[src/rtl/i2chs_pkg.sv]
package i2chs_pkg;

  localparam logic [1:0] MODE_BUS = 2'b10;

  // events the bit engine reports to the control
  typedef struct packed {
    logic startSeen;
    logic stopSeen;
    logic byteDone;
  } busEvt_t;

  // strobes the control hands to the bit engine
  typedef struct packed {
    logic busMode;
    logic txEnable;
    logic loadTx;
  } ctrlStb_t;

  typedef enum logic [1:0] {
    PH_IDLE,
    PH_ADDR,
    PH_DATA,
    PH_SKIP
  } busPhase_t;

endpackage

[src/rtl/i2chs_datapath.sv]
module i2chs_datapath
  import i2chs_pkg::*;
#(
  parameter int DATA_BITS   = 8,
  parameter int SYNC_STAGES = 2
) (
  input  logic                 clk,
  input  logic                 rstN,
  input  logic                 sclIn,
  input  logic                 sdaIn,
  input  ctrlStb_t             stb,
  input  logic [DATA_BITS-1:0] txData,
  output busEvt_t              evt,
  output logic [DATA_BITS-1:0] rxShift,
  output logic [DATA_BITS-1:0] rxHeld,
  output logic                 sdaDriveLow
);

  localparam int CNT_W = $clog2(DATA_BITS + 1);
  localparam logic [CNT_W-1:0] LAST_BIT = CNT_W'(DATA_BITS);

  logic [SYNC_STAGES-1:0] sclSync;
  logic [SYNC_STAGES-1:0] sdaSync;
  logic                   sclPrev;
  logic                   sdaPrev;
  logic                   sclNow;
  logic                   sdaNow;
  logic                   sclRise;
  logic                   sclFall;
  logic [CNT_W-1:0]       bitCnt;
  logic [DATA_BITS-1:0]   txShift;

  assign sclNow = sclSync[SYNC_STAGES-1];
  assign sdaNow = sdaSync[SYNC_STAGES-1];

  // line synchronizers, idle bus is high
  always_ff @(posedge clk or negedge rstN) begin
    if (!rstN) begin
      sclSync <= '1;
      sdaSync <= '1;
      sclPrev <= 1'b1;
      sdaPrev <= 1'b1;
    end else begin
      sclSync <= {sclSync[SYNC_STAGES-2:0], sclIn};
      sdaSync <= {sdaSync[SYNC_STAGES-2:0], sdaIn};
      sclPrev <= sclNow;
      sdaPrev <= sdaNow;
    end
  end

  always_comb begin
    sclRise       = stb.busMode & sclNow & ~sclPrev;
    sclFall       = stb.busMode & ~sclNow & sclPrev;
    evt.startSeen = stb.busMode & sclNow & sclPrev & sdaPrev & ~sdaNow;
    evt.stopSeen  = stb.busMode & sclNow & sclPrev & ~sdaPrev & sdaNow;
    evt.byteDone  = sclFall && (bitCnt == LAST_BIT);
  end

  // receive shifter and bit counter
  always_ff @(posedge clk or negedge rstN) begin
    if (!rstN) begin
      bitCnt  <= '0;
      rxShift <= '0;
      rxHeld  <= '0;
    end else if (evt.startSeen || evt.stopSeen) begin
      bitCnt <= '0;
    end else if (sclRise && (bitCnt != LAST_BIT)) begin
      rxShift <= {rxShift[DATA_BITS-2:0], sdaNow};
      bitCnt  <= bitCnt + CNT_W'(1);
    end else if (evt.byteDone) begin
      bitCnt <= '0;
      rxHeld <= rxShift;
    end
  end

  // transmit shifter, refills with ones so SDA ends released
  always_ff @(posedge clk or negedge rstN) begin
    if (!rstN) begin
      txShift <= '1;
    end else if (stb.loadTx) begin
      txShift <= txData;
    end else if (sclFall && stb.txEnable && (bitCnt != '0)) begin
      txShift <= {txShift[DATA_BITS-2:0], 1'b1};
    end
  end

  assign sdaDriveLow = stb.busMode & stb.txEnable & ~txShift[DATA_BITS-1];

endmodule

[src/rtl/i2chs_control.sv]
module i2chs_control
  import i2chs_pkg::*;
#(
  parameter int DATA_BITS     = 8,
  parameter int RELEASE_DELAY = 4
) (
  input  logic                 clk,
  input  logic                 rstN,
  input  logic [1:0]           modeSel,
  input  logic                 addrMatchEn,
  input  logic [DATA_BITS-2:0] ownAddr,
  input  logic                 dataWrStb,
  input  logic                 dataRdStb,
  input  logic                 flagWrStb,
  input  logic                 flagWrVal,
  input  busEvt_t              evt,
  input  logic [DATA_BITS-1:0] rxShift,
  output ctrlStb_t             stb,
  output logic                 releaseFlag,
  output logic                 irqPulse,
  output logic                 rwDir,
  output logic                 sclDriveLow
);

  localparam int HOLD_W = (RELEASE_DELAY < 1) ? 1 : $clog2(RELEASE_DELAY + 1);
  localparam logic [HOLD_W-1:0] HOLD_LOAD = HOLD_W'(RELEASE_DELAY);

  busPhase_t         phase;
  logic              busMode;
  logic              addrHit;
  logic              byteHit;
  logic              swSet;
  logic [HOLD_W-1:0] holdCnt;

  always_comb begin
    busMode = (modeSel == MODE_BUS);
    addrHit = (rxShift[DATA_BITS-1:1] == ownAddr) || (rxShift == '0);
    swSet   = dataWrStb | dataRdStb | (flagWrStb & flagWrVal);
    byteHit = 1'b0;
    if (evt.byteDone) begin
      case (phase)
        PH_ADDR: byteHit = addrHit;
        PH_DATA: byteHit = 1'b1;
        default: byteHit = 1'b0;
      endcase
    end
  end

  // release flag, interrupt and hold timer; a serviced byte beats a set
  always_ff @(posedge clk or negedge rstN) begin
    if (!rstN) begin
      releaseFlag <= 1'b1;
      irqPulse    <= 1'b0;
      holdCnt     <= '0;
    end else begin
      irqPulse <= byteHit;
      if (byteHit) begin
        releaseFlag <= 1'b0;
        holdCnt     <= '0;
      end else if (swSet) begin
        releaseFlag <= 1'b1;
        if (!releaseFlag) holdCnt <= HOLD_LOAD;
        else if (holdCnt != '0) holdCnt <= holdCnt - HOLD_W'(1);
      end else if (holdCnt != '0) begin
        holdCnt <= holdCnt - HOLD_W'(1);
      end
    end
  end

  // transfer phase tracking
  always_ff @(posedge clk or negedge rstN) begin
    if (!rstN) begin
      phase <= PH_IDLE;
      rwDir <= 1'b0;
    end else if (!busMode) begin
      phase <= PH_IDLE;
      rwDir <= 1'b0;
    end else if (evt.startSeen) begin
      phase <= addrMatchEn ? PH_ADDR : PH_DATA;
      rwDir <= 1'b0;
    end else if (evt.stopSeen) begin
      phase <= PH_IDLE;
      rwDir <= 1'b0;
    end else if (evt.byteDone && (phase == PH_ADDR)) begin
      if (addrHit) begin
        phase <= PH_DATA;
        rwDir <= rxShift[0];
      end else begin
        phase <= PH_SKIP;
      end
    end
  end

  always_comb begin
    stb.busMode  = busMode;
    stb.txEnable = (phase == PH_DATA) && rwDir;
    stb.loadTx   = dataWrStb;
    sclDriveLow  = busMode & (~releaseFlag | (holdCnt != '0));
  end

endmodule

[src/rtl/i2c_byte_hold.sv]
module i2c_byte_hold
  import i2chs_pkg::*;
#(
  parameter int DATA_BITS     = 8,
  parameter int RELEASE_DELAY = 4,
  parameter int SYNC_STAGES   = 2
) (
  input  logic                 clk,
  input  logic                 rstN,
  input  logic [1:0]           modeSel,
  input  logic                 addrMatchEn,
  input  logic [DATA_BITS-2:0] ownAddr,
  input  logic                 dataWrStb,
  input  logic [DATA_BITS-1:0] dataWrData,
  input  logic                 dataRdStb,
  output logic [DATA_BITS-1:0] dataRdData,
  input  logic                 flagWrStb,
  input  logic                 flagWrVal,
  output logic                 releaseFlag,
  output logic                 irqPulse,
  output logic                 rwDir,
  input  logic                 sclIn,
  input  logic                 sdaIn,
  output logic                 sclDriveLow,
  output logic                 sdaDriveLow
);

  busEvt_t              evt;
  ctrlStb_t             stb;
  logic [DATA_BITS-1:0] rxShift;

  i2chs_datapath #(
    .DATA_BITS  (DATA_BITS),
    .SYNC_STAGES(SYNC_STAGES)
  ) uDatapath (
    .clk        (clk),
    .rstN       (rstN),
    .sclIn      (sclIn),
    .sdaIn      (sdaIn),
    .stb        (stb),
    .txData     (dataWrData),
    .evt        (evt),
    .rxShift    (rxShift),
    .rxHeld     (dataRdData),
    .sdaDriveLow(sdaDriveLow)
  );

  i2chs_control #(
    .DATA_BITS    (DATA_BITS),
    .RELEASE_DELAY(RELEASE_DELAY)
  ) uControl (
    .clk        (clk),
    .rstN       (rstN),
    .modeSel    (modeSel),
    .addrMatchEn(addrMatchEn),
    .ownAddr    (ownAddr),
    .dataWrStb  (dataWrStb),
    .dataRdStb  (dataRdStb),
    .flagWrStb  (flagWrStb),
    .flagWrVal  (flagWrVal),
    .evt        (evt),
    .rxShift    (rxShift),
    .stb        (stb),
    .releaseFlag(releaseFlag),
    .irqPulse   (irqPulse),
    .rwDir      (rwDir),
    .sclDriveLow(sclDriveLow)
  );

endmodule

[config.mk]
export PLATFORM = sky130hd
export DESIGN_NAME = i2c_byte_hold
export DESIGN_NICKNAME = d
export VERILOG_FILES = /design/src/rtl/i2chs_pkg.sv /design/src/rtl/i2chs_datapath.sv /design/src/rtl/i2chs_control.sv /design/src/rtl/i2c_byte_hold.sv
export SDC_FILE = /design/constraint.sdc
export NUM_CORES = 1
export LEC_CHECK = 0
export ABC_AREA = 1
export CELL_PAD_IN_SITES_DETAIL_PLACEMENT = 1
export CELL_PAD_IN_SITES_GLOBAL_PLACEMENT = 2
export CORE_AREA = 2 2 125 66
export DETAILED_ROUTE_END_ITERATION = 8
export DIE_AREA = 0 0 127 68
export HOLD_SLACK_MARGIN = 0.1
export PLACE_DENSITY_LB_ADDON = 0.1
export SETUP_SLACK_MARGIN = 0.15
export SLEW_MARGIN = 0
export SYNTH_ARGS = -nofsm -noshare
export SYNTH_HDL_FRONTEND = slang
export SYNTH_SLANG_ARGS = --single-unit
[constraint.sdc]
create_clock -name clk -period 1.45 [get_ports clk]
set_input_delay 0.29 -clock clk [delete_from_list [all_inputs] [get_ports clk]]
set_output_delay 0.29 -clock clk [all_outputs]
set_load 0.03 [all_outputs]
==> out/metrics.cfg <==
[status]
status = finished, violations left
violations = negative setup slack

[power]
pwr-share-clk = 0.266
p_switching_uw = 1460
p_int_uw = 2910
power_leakage_uw = 0.00162
power.density_nw_per_um2 = 1260
vdd_drop_max_v = 0.000482
switching_share = 0.334
p_seq_frac = 0.356
power_frac_comb = 0.378

[timing]
max-slew-margin-rel = 0.807
timing.final.crit_period_ns = 1.61
tns_ns = -0.780
setup_slack_ns = -0.162
finalSetupViolCount = 18
rsz0062_at_grt = yes
holdWs_ns = 0.355
finalCritPeriodShare = 1.11
fmax_mhz = 620
finalHoldViolCount = 0
tightest_slew_ns = 0.286
slew_violations = 0
skew_ns = 0.00554

[setup_path]
cp_max_fo = 2
cp_common_cell = buf_6
r2r_start = uControl.phase[0]$_DFFE_PN0P_
cp-end-kind = output pin
crit_chain = inv_2 -> ha_4 -> nand2_4 -> buf_6 -> nor3_4 -> buf_6
arrival_ns = 1.32
crit_type = reg2out
max_stage_delay_ns = 0.39
worstReg2RegEnd = uDatapath.txShift[7]$_DFFE_PN1P_
cp_num_buf_inv = 3
crit_family = flip-flops
r2r_cells = 8
r2r_setup_slack_ns = -0.10
crit_required_ns = 1.16
cp_slowest_cell = dfrtp_1
startpoint_type = flop
crit_path_start = uControl.phase[0]$_DFFE_PN0P_

[detailed_routing]
viasPerCell = 4.27
route.vias.total = 1809
routedWlPerCell_um = 13.9
post-route-drc-count = 0
drtPass1Iterations = 4
first_iter_violations = 67
wl_um = 5900
antenna_left = 0

[global_route]
grt_pass1_wl_um = 9650
grt_start_max_net_pins = 43
gr-total-overflow = 0
track_usage = 0.148
grt_pass1_vias = 1907
antenna_found_initial = 0

[synth]
postSynthAreaPerCell_sq_um = 8.75
yosysUniqueCellTypes = 30
synthTopCellsByArea = dfrtp_1 (33%), dfstp_2 (19%), nand2_1 (8.5%), inv_1 (7.4%), o21ai_0 (6.3%)
synth_flop_cell = dfrtp_1
synth_area_sq_um = 2070
ys_ff_latch = 42
yosys.area.top_type = dfrtp_1
yosysWarnings = 0
synth.yosys.seq_area_share = 0.516
yosysMostFrequentCell = nand2_1
synth_top_area_share = 0.326
synthTopCellsByCount = nand2_1 (47), inv_1 (41), dfrtp_1 (27), o21ai_0 (26), dfstp_2 (15)
synthCells = 237
synth_async_sr_flop_share = 1.00
synth_edf_count = 0
syn_nets = 270

[layout]
fin_nets = 356
antenna_cells = 0
final_layout_size_suffix_gt1_frac = 0.503
utilization = 0.452
area_growth_pct = 67.0

[floorplan]
start_util = 0.271
core_region_area_sq_um = 7650
die_w_um = 127
fp.dieArea_sq_um = 8640
row_count = 23
io_pins = 39
die_h_um = 68

[placement]
port_buffers = 38
pre_cts_ws_ns = -0.259
gp_congestion = 0.774
post-dp-hpwl_um = 4120

[min_path]
hold_path_class = reg2reg
holdPathEnd = uDatapath.sclSync[1]$_DFF_PN1_
hold_path_startpoint = uDatapath.sclSync[0]$_DFF_PN1_
hold_depth = 0

[clocking]
clock_tree.root_cell = clkbuf_16
path_clk_slew_ns = 0.06
cts_max_level = 2
cts_buffer_depth = 2
cts_tree = done
clk_latency_ns = 0.29
clock_sinks = 42
numCtsBuffers = 5

[job]
max_cap_viol_count = 0

==> per-layer routing <==
metal  vias to the layer above  global-route usage  routed length, um
li1                        917                   -                  -
met1                       866               0.215               3080
met2                        19               0.217               2590
met3                         7              0.0407                177
met4                         0              0.0412                 59
met5                         -                   0                  0
==> flip-flops by register name (all words and copies together), names as in the netlist, 2 cells and up <==
name	cells
uDatapath.rxShift	8
uControl.phase	2
uDatapath.sdaSync	2
uDatapath.rxHeld	8
uDatapath.bitCnt	4
uControl.holdCnt	3
uDatapath.sclSync	2
uDatapath.txShift	8
==> cells in the final DEF, fill, tap and decap left out, drive strengths merged, types with 3 or more instances in the layout <==
cell type	n
dfstp	15
nand2	55
ha	7
clkdlybuf4s50	23
buf	51
nand4	3
nand3	7
xnor2	3
a21oi	16
inv	46
nor3	9
dfrtp	27
nor2	10
clkbuf	8
o21ai	28
clkdlybuf4s15	5
==> power groups by stage <==
stage | clock, uW | combinational [uW] | sequential, uW
after CTS | 1200 | 1390 | 1530
after global placement | 0 | 1140 | 1540
final | 1160 | 1650 | 1550
after detailed placement | 0 | 1160 | 1550
after global routing | 1250 | 1840 | 1580
after floorplan | 0 | 646 | 1560
==> what timing repair did <==
action,4_1_cts,5_1_grt
hold buffers,1,0
hold endpoints to repair,27,0
gates cloned,1,0
pin swaps,13,13
resized for setup,88,72
buffers inserted,12,8
endpoints found under the setup margin,49,42
==> metrics by stage <==
stage | cell area, sq um | cells | total power, uW
after global routing | 3460 | 424 | 4680
after floorplan | 2120 | 237 | 2210
final | 3460 | 424 | 4360
after global placement | 2790 | 394 | 2680
after detailed placement | 2790 | 394 | 2710
after CTS | 3210 | 416 | 4130
==> worst max-delay path by stage <==
stage	end	slack, ns	cells after the start
3_3_place_gp	uControl.phase[1]$_DFFE_PN0P_	-0.24	8
6_report	sdaDriveLow	-0.16	6
3_5_place_dp	uControl.holdCnt[0]$_DFF_PN0_	-0.26	10
5_1_grt	sdaDriveLow	-0.21	6
2_1_floorplan	uControl.holdCnt[0]$_DFF_PN0_	0.08	9
4_1_cts	sdaDriveLow	-0.25	6
==> cell type report <==
type	instances	area (sq um)
Clock buffer	7	143
Clock inverter	1	5.00
Fill cell	862	4190
Inverter	46	180
Multi-Input combinational cell	145	1140
Sequential cell	42	1070
Tap cell	100	125
Timing Repair Buffer	83	801
==> cell families after synthesis <==
| family | synth area share |
|---|---|
| xor+xnor | 0.0211 |
| buf+inv | 0.0941 |
| compound gates | 0.122 |
| fa+ha+maj | 0.0422 |
| simple gates | 0.205 |
| flops | 0.516 |
Power figures use the tool's default switching activity.
